===== config.mk =====
export PLATFORM = sky130hd
export DESIGN_NAME = fm_alg_seq
export DESIGN_NICKNAME = d
export VERILOG_FILES = /design/src/rtl/fm_seq_pkg.sv /design/src/rtl/fm_seq_ctrl.sv /design/src/rtl/fm_op_store.sv /design/src/rtl/fm_mod_calc.sv /design/src/rtl/fm_carrier_sum.sv /design/src/rtl/fm_alg_seq.sv
export SDC_FILE = /design/constraint.sdc
export NUM_CORES = 1
export LEC_CHECK = 0
export CORE_ASPECT_RATIO = 0.75
export CORE_MARGIN = 4
export CORE_UTILIZATION = 55
export CTS_CLUSTER_SIZE = 12
export DETAILED_ROUTE_END_ITERATION = 8
export HOLD_SLACK_MARGIN = 0.08
export PLACE_DENSITY = 0.71
export SETUP_SLACK_MARGIN = 0.4
export SLEW_MARGIN = 20
export SYNTH_ARGS = -nofsm -noshare
export SYNTH_HDL_FRONTEND = slang
export SYNTH_SLANG_ARGS = --single-unit

===== constraint.sdc =====
create_clock -name clk -period 7.3 [get_ports clk]
set_input_delay 1.46 -clock clk [delete_from_list [all_inputs] [get_ports clk]]
set_output_delay 1.46 -clock clk [all_outputs]
set_load 0.05 [all_outputs]

===== src/rtl/fm_seq_pkg.sv =====
// Shared widths, types and routing tables of the FM algorithm sequencer.
// Assumes exactly four operators per channel; operator k is bit k of a mask.
package fm_seq_pkg;
    localparam int OPS   = 4;
    localparam int OUT_W = 14;
    localparam int PH_W  = 10;
    localparam int ALG_W = 3;
    localparam int FB_W  = 3;
    localparam int IDX_W = $clog2(OPS);
    localparam int CFG_W = ALG_W + FB_W;
    localparam int SUM_W = OUT_W + IDX_W;

    typedef logic signed [OUT_W-1:0] op_out_t;

    // Modulator sources of one operator and which of them are a sample late
    typedef struct packed {
        logic [OPS-1:0] src;
        logic [OPS-1:0] dly;
    } route_t;

    // Modulators feeding operator `op` (0-based) under algorithm `alg`
    function automatic route_t route_of(input logic [ALG_W-1:0] alg,
                                        input logic [IDX_W-1:0] op);
        route_t r;
        r = '0;
        case (alg)
            3'd0: begin
                if (op == 2'd1) r.src = 4'b0001;
                if (op == 2'd2) begin r.src = 4'b0010; r.dly = 4'b0010; end
                if (op == 2'd3) r.src = 4'b0100;
            end
            3'd1: begin
                if (op == 2'd2) begin r.src = 4'b0011; r.dly = 4'b0011; end
                if (op == 2'd3) r.src = 4'b0100;
            end
            3'd2: begin
                if (op == 2'd2) begin r.src = 4'b0010; r.dly = 4'b0010; end
                if (op == 2'd3) r.src = 4'b0101;
            end
            3'd3: begin
                if (op == 2'd1) r.src = 4'b0001;
                if (op == 2'd3) begin r.src = 4'b0110; r.dly = 4'b0010; end
            end
            3'd4: begin
                if (op == 2'd1) r.src = 4'b0001;
                if (op == 2'd3) r.src = 4'b0100;
            end
            3'd5: begin
                if (op != 2'd0) r.src = 4'b0001;
                if (op == 2'd2) r.dly = 4'b0001;
            end
            3'd6: begin
                if (op == 2'd1) r.src = 4'b0001;
            end
            default: r = '0;
        endcase
        return r;
    endfunction

    // Operators whose outputs reach the channel sum
    function automatic logic [OPS-1:0] carriers_of(input logic [ALG_W-1:0] alg);
        case (alg)
            3'd4:        return 4'b1010;
            3'd5, 3'd6:  return 4'b1110;
            3'd7:        return 4'b1111;
            default:     return 4'b1000;
        endcase
    endfunction

    // Evaluation slot to operator: slots 0..3 visit operators 1,3,2,4
    function automatic logic [IDX_W-1:0] slot_to_op(input logic [IDX_W-1:0] slot);
        return {slot[0], slot[1]};
    endfunction
endpackage


===== src/rtl/fm_seq_ctrl.sv =====
// Sample-period sequencer: accepts a start in idle, walks four evaluation
// slots and advances one slot per accepted response.
// Assumes the operator unit answers each request eventually.
module fm_seq_ctrl
    import fm_seq_pkg::*;
(
    input  logic             clk,
    input  logic             rst_n,
    input  logic             start,
    input  logic             rsp_valid,
    output logic             busy,
    output logic [IDX_W-1:0] op_idx,
    output logic             launch,
    output logic             accept,
    output logic             finish
);
    logic [IDX_W-1:0] slot_q;

    // Decode handshake events from the current state
    always_comb begin
        launch = start & ~busy;
        accept = busy & rsp_valid;
        finish = accept & (slot_q == IDX_W'(OPS - 1));
        op_idx = slot_to_op(slot_q);
    end

    // Busy flag and slot counter
    always_ff @(posedge clk) begin
        if (!rst_n) begin
            busy   <= 1'b0;
            slot_q <= '0;
        end else if (launch) begin
            busy   <= 1'b1;
            slot_q <= '0;
        end else if (accept) begin
            if (finish) busy <= 1'b0;
            slot_q <= slot_q + 1'b1;
        end
    end
endmodule


===== src/rtl/fm_op_store.sv =====
// Operator output storage: current-sample value per operator, the value
// from the previous completed sample, and the two-deep operator-1 history.
// Assumes end_smp coincides with the write of the last operator.
module fm_op_store
    import fm_seq_pkg::*;
(
    input  logic             clk,
    input  logic             rst_n,
    input  logic             wr_en,
    input  logic [IDX_W-1:0] wr_op,
    input  op_out_t          wr_data,
    input  logic             end_smp,
    output op_out_t          cur_out  [OPS],
    output op_out_t          last_out [OPS],
    output op_out_t          fb_new,
    output op_out_t          fb_old
);
    for (genvar k = 0; k < OPS; k++) begin : g_op
        // Latest output of operator k and its value one sample back
        always_ff @(posedge clk) begin
            if (!rst_n) begin
                cur_out[k]  <= '0;
                last_out[k] <= '0;
            end else begin
                if (wr_en && wr_op == IDX_W'(k)) cur_out[k] <= wr_data;
                if (end_smp) begin
                    if (k == OPS - 1) last_out[k] <= wr_data;
                    else              last_out[k] <= cur_out[k];
                end
            end
        end
    end

    // Shift operator-1 results into the feedback history
    always_ff @(posedge clk) begin
        if (!rst_n) begin
            fb_new <= '0;
            fb_old <= '0;
        end else if (wr_en && wr_op == '0) begin
            fb_new <= wr_data;
            fb_old <= fb_new;
        end
    end
endmodule


===== src/rtl/fm_mod_calc.sv =====
// Phase-offset generator for the requested operator: routed modulator sum
// halved, or for operator 1 the scaled feedback average.
// Assumes the stored outputs are stable while a request is pending.
module fm_mod_calc
    import fm_seq_pkg::*;
(
    input  logic [ALG_W-1:0] alg,
    input  logic [FB_W-1:0]  fb_lvl,
    input  logic [IDX_W-1:0] op_idx,
    input  op_out_t          cur_out  [OPS],
    input  op_out_t          last_out [OPS],
    input  op_out_t          fb_new,
    input  op_out_t          fb_old,
    output logic [PH_W-1:0]  offset
);
    localparam int SH_W = $clog2(PH_W + 1);

    route_t                    rt;
    logic signed [SUM_W-1:0]   term [OPS];
    logic signed [SUM_W-1:0]   mod_sum;
    logic signed [OUT_W:0]     fb_sum;
    logic [SH_W-1:0]           fb_sh;

    // Routing of the requested operator
    always_comb rt = route_of(alg, op_idx);

    for (genvar k = 0; k < OPS; k++) begin : g_term
        // Select current or previous-sample output of modulator k
        always_comb begin
            if (!rt.src[k])     term[k] = '0;
            else if (rt.dly[k]) term[k] = SUM_W'(last_out[k]);
            else                term[k] = SUM_W'(cur_out[k]);
        end
    end

    // Add up the modulator terms
    always_comb begin
        mod_sum = '0;
        for (int k = 0; k < OPS; k++) mod_sum = mod_sum + term[k];
    end

    // Feedback sum and shift amount
    always_comb begin
        fb_sum = (OUT_W + 1)'(fb_new) + (OUT_W + 1)'(fb_old);
        fb_sh  = SH_W'(PH_W) - SH_W'(fb_lvl);
    end

    // Final offset: feedback for operator 1, halved modulator sum otherwise
    always_comb begin
        if (op_idx == '0) offset = (fb_lvl == '0) ? '0 : PH_W'(fb_sum >>> fb_sh);
        else              offset = PH_W'(mod_sum >>> 1);
    end
endmodule


===== src/rtl/fm_carrier_sum.sv =====
// Carrier mixer: adds the carrier outputs of the algorithm and saturates
// to the operator output range. Purely combinational.
module fm_carrier_sum
    import fm_seq_pkg::*;
(
    input  logic [ALG_W-1:0] alg,
    input  op_out_t          car_in [OPS],
    output op_out_t          sample
);
    localparam logic signed [SUM_W-1:0] HI = SUM_W'((1 << (OUT_W - 1)) - 1);
    localparam logic signed [SUM_W-1:0] LO = SUM_W'(-(1 << (OUT_W - 1)));

    logic [OPS-1:0]          car_mask;
    logic signed [SUM_W-1:0] total;

    // Sum the selected carriers at full width
    always_comb begin
        car_mask = carriers_of(alg);
        total    = '0;
        for (int k = 0; k < OPS; k++)
            if (car_mask[k]) total = total + SUM_W'(car_in[k]);
    end

    // Clamp to the signed operator range
    always_comb begin
        if (total > HI)      sample = {1'b0, {(OUT_W - 1){1'b1}}};
        else if (total < LO) sample = {1'b1, {(OUT_W - 1){1'b0}}};
        else                 sample = OUT_W'(total);
    end
endmodule


===== src/rtl/fm_alg_seq.sv =====
// Top of the four-operator FM algorithm sequencer. Latches the channel
// configuration at sample start, issues operator requests with phase
// offsets, stores results and registers the saturated channel sample.
// Assumes one outstanding request and an operator unit that always answers.
module fm_alg_seq
    import fm_seq_pkg::*;
(
    input  logic                    clk,
    input  logic                    rst_n,
    input  logic [CFG_W-1:0]        chan_cfg,
    input  logic                    smp_start,
    output logic                    op_req_valid,
    output logic [IDX_W-1:0]        op_req_idx,
    output logic [PH_W-1:0]         op_req_offset,
    input  logic                    op_rsp_valid,
    input  logic signed [OUT_W-1:0] op_rsp_data,
    output logic                    smp_valid,
    output logic signed [OUT_W-1:0] smp_data
);
    logic             busy, launch, accept, finish;
    logic [IDX_W-1:0] op_idx;
    logic [ALG_W-1:0] alg_q;
    logic [FB_W-1:0]  fb_q;
    op_out_t          cur_out  [OPS];
    op_out_t          last_out [OPS];
    op_out_t          car_in   [OPS];
    op_out_t          fb_new, fb_old, mix;

    fm_seq_ctrl u_ctrl (
        .clk(clk), .rst_n(rst_n), .start(smp_start), .rsp_valid(op_rsp_valid),
        .busy(busy), .op_idx(op_idx), .launch(launch), .accept(accept),
        .finish(finish)
    );

    // Capture algorithm and feedback level when a sample starts
    always_ff @(posedge clk) begin
        if (!rst_n) begin
            alg_q <= '0;
            fb_q  <= '0;
        end else if (launch) begin
            alg_q <= chan_cfg[ALG_W-1:0];
            fb_q  <= chan_cfg[CFG_W-1:ALG_W];
        end
    end

    fm_op_store u_store (
        .clk(clk), .rst_n(rst_n), .wr_en(accept), .wr_op(op_idx),
        .wr_data(op_rsp_data), .end_smp(finish), .cur_out(cur_out),
        .last_out(last_out), .fb_new(fb_new), .fb_old(fb_old)
    );

    fm_mod_calc u_mod (
        .alg(alg_q), .fb_lvl(fb_q), .op_idx(op_idx), .cur_out(cur_out),
        .last_out(last_out), .fb_new(fb_new), .fb_old(fb_old),
        .offset(op_req_offset)
    );

    // Carrier inputs: stored operators 1-3, live response for operator 4
    for (genvar k = 0; k < OPS; k++) begin : g_car
        if (k == OPS - 1) begin : g_live
            always_comb car_in[k] = op_rsp_data;
        end else begin : g_held
            always_comb car_in[k] = cur_out[k];
        end
    end

    fm_carrier_sum u_mix (.alg(alg_q), .car_in(car_in), .sample(mix));

    // Request outputs follow the sequencer
    always_comb begin
        op_req_valid = busy;
        op_req_idx   = op_idx;
    end

    // Register the channel sample on the last response
    always_ff @(posedge clk) begin
        if (!rst_n) begin
            smp_valid <= 1'b0;
            smp_data  <= '0;
        end else begin
            smp_valid <= finish;
            if (finish) smp_data <= mix;
        end
    end
endmodule


; Word level (Yosys, flattened, before mapping)
; Cells that the tools add are included.
; Widths: inputs -> output; s select.
[word_totals]
memories = 0
romBits = 0
latchBits = 0
ramBits = 0
output_inout_bits = 28
wordCells = 89
ff_bits = 135
[classes]
n_reduce_logical = 13
mul = 0
bitwise = 5
mux = 33
div = 0
shifts = 1
order_cmp = 2
eq_ne = 11
addsub = 9
[ops]
columns = cell, n
row1 = $mux 11, 8
row2 = $mux 16, 4
row3 = $add 16x14->16, 3
row4 = $add 11x11->11, 3
row5 = $mux 14, 2
row6 = $pmux 4 s7, 1
row7 = $mux 10, 2
row8 = $pmux 4 s5, 1
row9 = $mux 6, 3
row10 = $gt 16x14->1 const B, 1
row11 = $lt 16x14->1 const B, 1
row12 = $add 14x14->15, 1
row13 = $sshr 15x4->10, 1
row14 = $eq 3x3->1 const B, 4
row15 = $mux 4, 3
row16 = $pmux 3 s3, 1
row17 = $mux 7, 1
row18 = $eq 2x2->1 const B, 3
row19 = $eq 3x2->1 const B, 2
row20 = $logic_not 3->1, 2
row21 = $mux 1, 6
row22 = $reduce_bool 2->1, 3
row23 = $logic_and 1x1->1, 4
row24 = $reduce_or 2->1, 2
row25 = 9 further kinds, 12

; Longest topological paths before layout
[depth]
depth_word = 13
ltp_mapped = 33
ltp_nobuf = 30

; Modules after synthesis
; From an unflattened synthesis, not the netlist that was laid out.
[unflattened]
hier_cells = 1275
hier_area_um2 = 10986.8
[by_module_without_submodules]
columns = mod, instances, cells_per_inst, area_per_inst_um2, seq_area_each_um2
row1 = fm_op_store, 1, 438, 4722.0, 2522.4
row2 = fm_mod_calc, 1, 406, 2797.7, 0.0
row3 = fm_carrier_sum, 1, 347, 2516.2, 0.0
row4 = fm_alg_seq, 1, 67, 797.0, 420.4
row5 = fm_seq_ctrl, 1, 17, 153.9, 60.1

; Worst setup path after synthesis
; OpenSTA, ideal clock, no wires.
[synth_timing]
path_kind = reg2out
from = register u_ctrl.slot_q[0]
to = output port op_req_offset[8]
required_ns = 5.840
arrival_ns = 5.210
setup_slack_ns = 0.630
stages_incl_launch_ff = 22
cell_sequence = dfxtp_1 ha_1 and3_1 a21oi_1 nor2_1 clkbuf_1 mux2_2 nand2_1 fa_1 inv_1 ha_1 inv_1 fa_1 nor2b_1 o21ai_0 a21oi_1 o21ai_0 nand2b_1 a21o_1 a21oi_1 xor2_1 o21ai_0
[synth_via]
elab_chain_cells = 10
word_cells_on_any_way = 27
cone_classes = add/sub: 3 / eq/ne: 3 / mux: 19 / reduce/logical: 2
[synth_rtl]
columns = item, line_no
row1 = from (decl), fm_seq_ctrl.sv:17  ; logic [IDX_W-1:0] slot_q;
row2 = from (signal assigned), fm_seq_ctrl.sv:37  ; slot_q <= slot_q + 1'b1;
row3 = $eq 2x1->1, -
row4 = $mux 1, -
row5 = $mux 6, fm_seq_pkg.sv:29  ; if (op == 2'd2) begin r.src = 4'b0010; r.dly = 4'b0010; end
row6 = $mux 4, fm_seq_pkg.sv:30  ; if (op == 2'd3) r.src = 4'b0100;
row7 = $pmux 4 s7, fm_seq_pkg.sv:26  ; case (alg)
row8 = $mux 11, fm_mod_calc.sv:30  ; if (!rt.src[k]) term[k] = '0;
row9 = $add 11x11->11 (3 in a row), fm_mod_calc.sv:39  ; for (int k = 0; k < OPS; k++) mod_sum = mod_sum + term[k];
row10 = $mux 10 (*), fm_mod_calc.sv:50  ; if (op_idx == '0) offset = (fb_lvl == '0) ? '0 : PH_W'(fb_sum >>> fb_sh);
row11 = to (decl), fm_alg_seq.sv:14  ; output logic [PH_W-1:0] op_req_offset,
; Every way passes the cells marked *; elsewhere a longest branch is shown, timed or not.

; Final worst setup path
[layout_timing]
from = register alg_q[2]
to = register smp_data[5]
[layout_via]
elab_chain_cells = 13
word_cells_on_any_way = 17
cone_classes = add/sub: 3 / order compare: 2 / eq/ne: 4 / mux: 7 / reduce/logical: 1
[layout_rtl]
columns = item, line_no
row1 = from (decl), fm_alg_seq.sv:22  ; logic [ALG_W-1:0] alg_q;
row2 = from (signal assigned), fm_alg_seq.sv:41  ; alg_q <= chan_cfg[ALG_W-1:0];
row3 = $eq 3x3->1, fm_seq_pkg.sv:62  ; case (alg)
row4 = $reduce_or 2->1, fm_seq_pkg.sv:62
row5 = $pmux 3 s3 (*), fm_seq_pkg.sv:62
row6 = $mux 16, fm_carrier_sum.sv:21  ; if (car_mask[k]) total = total + SUM_W'(car_in[k]);
row7 = $add 16x14->16, fm_carrier_sum.sv:21
row8 = $mux 16, fm_carrier_sum.sv:21
row9 = $add 16x14->16, fm_carrier_sum.sv:21
row10 = $mux 16 (*), fm_carrier_sum.sv:21
row11 = $add 16x14->16, fm_carrier_sum.sv:21
row12 = $mux 16 (*), fm_carrier_sum.sv:21
row13 = $lt 16x14->1, fm_carrier_sum.sv:27  ; else if (total < LO) sample = {1'b1, {(OUT_W - 1){1'b0}}};
row14 = $mux 14, fm_carrier_sum.sv:27
row15 = $mux 14 (*), fm_carrier_sum.sv:26  ; if (total > HI) sample = {1'b0, {(OUT_W - 1){1'b1}}};
row16 = to (signal assigned), fm_alg_seq.sv:82  ; if (finish) smp_data <= mix;
row17 = to (decl), fm_alg_seq.sv:18  ; output logic signed [OUT_W-1:0] smp_data
; Marks and branches as above.
; A chain may end at the register's enable or synchronous reset.

==> run metrics <==
PwrDens=131.6 nW/um^2; Worst Max-Slew Pin Slew=0.9829 ns; run status=finished, final reports clean; diodes inserted=0; vias=8188; Fill cells=1402; CP required=7.58 ns; Starting Density=0.5706; LEAKAGE=4.109 nW; number of core rows=39; # clock sinks=102; synthesized area=8855 sq um; Clk pin slew, worst setup/hold paths=0.07 ns; WL per Instance=17.05 microns; first-pass GRT wire length=38700 microns; slew margin rel.=0.3423; layout cells sized above 1=0.07276; Max Slew Vio Count=0; die area=18210 sq um; IO Pins=52; drt drc=0; Clock Latency Late Sink=0.35 ns; Reg2Reg Capture Point=smp_data[5]; final hold slack=0.4659 ns; GPL Wtd Cong=0.9578; CP Max Fanout=16; die height=117.9 microns; list of most frequent post-synthesis cells=nand2_1, dfxtp_1, a21boi_0; post-route ant nets=0; Synth Area per Inst=7.653 sq um; Setup violations, final=0; crit share post-route=0.8857; worst clock skew=0.007392 ns; Hold EP=u_store.last_out[49]; Worst path slowest cell=fa_1; setup_tns=0 ns; post-cts hold buffer count=0; # nets final=1289; top cell type's share of synthesized area=0.2306; vias per inst=5.903; initial DRC count=729; post-synthesis async set-or-reset flop share=0; CTS buffer count=9; R2R Setup Slk=0.83 ns; RSZ-0062 raised after global routing=false; top area cells in the synthesized netlist=dfxtp_1, ha_1, nand2_1; worst vdd ir=0.0001114 V; worst hold path cell count=2; Distinct cells, synth=71; vias in the first global route=7400; Max Clk Rate=154.7 MHz; largest net degree at the start of global routing=103; CP max stage delay=0.46 ns; R2R depth=31; global-route usage over all layers=0.2562; Gate Count Post-Synth=1157; Main synth FF type=dfxtp_1; H-Tree Depth=3; max-capacitance violation count=0; Core ar.=15520 sq um; Most Frequent Cell on Critical Path=a21oi_1; min-delay src=u_store.last_out[49]; antenna violations before repair=0; critical path class=reg2reg; Worst R2R Start=alg_q[2]; grt ovf=0; Total Wirelength=23650 microns; CP Capture Type=register; Seq/Total Area, Yosys=0.2306; final hold violation count=0; Max clock buf depth=2; Layout area overhead=11.23%; die width=154.5 microns; router iterations before antenna repair=5; hold crit path type=reg2reg; Synth warnings=0; most frequent cell after synthesis=nand2_1; dpl hpwl=17570 microns; post-layout min period=6.466 ns; flops & latches, synth=102; Yosys top cell by area=dfxtp_1; root buffer cell=clkbuf_16; count of flip-flops with a built-in enable after synthesis=0; Post-Synthesis Net Count=1269; worst endpoint data arrival time=6.75 ns; port bufs=51; CP startpoint kind=register; CTS tree=done
## worst max path at each step
stage                     start          endpoint  slack, ns  depth (start not counted)
2_1_floorplan  u_ctrl.slot_q[0]  op_req_offset[8]       0.63                         21
3_3_place_gp   u_ctrl.slot_q[0]  op_req_offset[9]       0.78                         18
4_1_cts        u_ctrl.slot_q[0]  op_req_offset[9]       0.47                         19
3_5_place_dp           alg_q[2]       smp_data[5]       0.62                         30
6_report               alg_q[2]       smp_data[5]       0.83                         31
5_1_grt                alg_q[2]       smp_data[8]       0.42                         31
## registers in the layout (all words and copies together), names as in the netlist
name,cells
u_store.last_out,22
u_store.cur_out,42
u_store.fb_old,14
alg_q,3
smp_valid,1
u_ctrl.busy,1
u_ctrl.slot_q,2
smp_data,14
fb_q,3
## repair_timing
action,CTS,global route
setup buffers,0,1
resized for setup,1,10
pin swaps,0,1
endpoints found under the setup margin,1,18
## through the flow
step	total power [mW]	instance area [sq um]	worst slack [ns]	utilization	std cells
after CTS	1.304	9803	0.4676	0.6318	1386
final	1.296	9849	0.8343	0.6347	1387
after global placement	0.7859	9485	0.7849	0.6113	1370
after global routing	1.348	9849	0.4157	0.6347	1387
after detailed placement	0.7866	9485	0.6184	0.6113	1370
after floorplan	0.7193	8855	0.6296	-	1157
## logic make-up after synthesis
group                      after synthesis  share of synthesized area
DFF                                    102                     0.2306
AOI/OAI and AO/OA                      349                     0.2627
buffers and inverters                  107                    0.04960
adders and majority gates               90                     0.1385
and+or+nand+nor                        412                     0.2080
xor gates and xnor gates                52                    0.05398
muxes                                   45                    0.05666
## layer usage
| metal | up-vias | GRT usage | share of wire |
|---|---|---|---|
| met2 | 237 | 0.3599 | 0.40 |
| li1 | 4080 | - | - |
| met3 | 20 | 0.05696 | 0.071 |
| met4 | 0 | 0.04137 | 0.0080 |
| met5 | - | 0 | 0 |
| met1 | 3851 | 0.4018 | 0.52 |
## worst max-delay path, delay by kind of cell, from the launching register on
kind	cells	cell delay, ns
AND/OR/NAND/NOR	6	0.90
flip-flops	1	0.31
XOR/XNOR	4	0.55
adder cells (fa/ha/maj)	5	1.69
AO/OA/AOI/OAI	13	2.38
buffers and inverters	3	0.55
## placed cells by master (no fill, tap or decap), types with 7 or more instances in the layout
cell type | Yosys | final
a21o_1 | 26 | 26
mux2i_1 | 31 | 31
nand3_1 | 23 | 23
clkdlybuf4s50_1 | 0 | 46
dfxtp_1 | 102 | 102
fa_1 | 14 | 14
o21a_1 | 10 | 10
o21ai_1 | 6 | 7
a21oi_1 | 77 | 75
a21boi_0 | 84 | 83
nor3_1 | 9 | 9
o21bai_1 | 7 | 7
clkbuf_16 | 0 | 9
inv_1 | 44 | 44
a211oi_1 | 10 | 10
o211ai_1 | 10 | 10
ha_1 | 74 | 74
o21ai_0 | 71 | 70
nor2_1 | 54 | 53
nor2b_1 | 16 | 16
nand2_1 | 234 | 234
xor2_1 | 13 | 13
xnor2_1 | 36 | 36
buf_4 | 1 | 18
and3_1 | 13 | 12
or2_2 | 18 | 18
mux2_2 | 11 | 11
and2_1 | 25 | 25
## where the power goes
part	switching, mW	internal (mW)
Clock	0.243	0.276
Combinational	0.125	0.0763
Sequential	0.0135	0.564
## area by class of cell
cell class              instances  area (sq um)  share of cell area
clock inverters                 7         90.09            0.009146
clock buffers                   9         225.2             0.02287
flip-flops and latches        102          2042              0.2073
repair buffers                 70         670.6             0.06809
inverters                      46         172.7             0.01753
well taps                     205         256.5             0.02604
multi-input cells             948          6392              0.6490
Note: power is estimated with default switching activity, not from simulation.
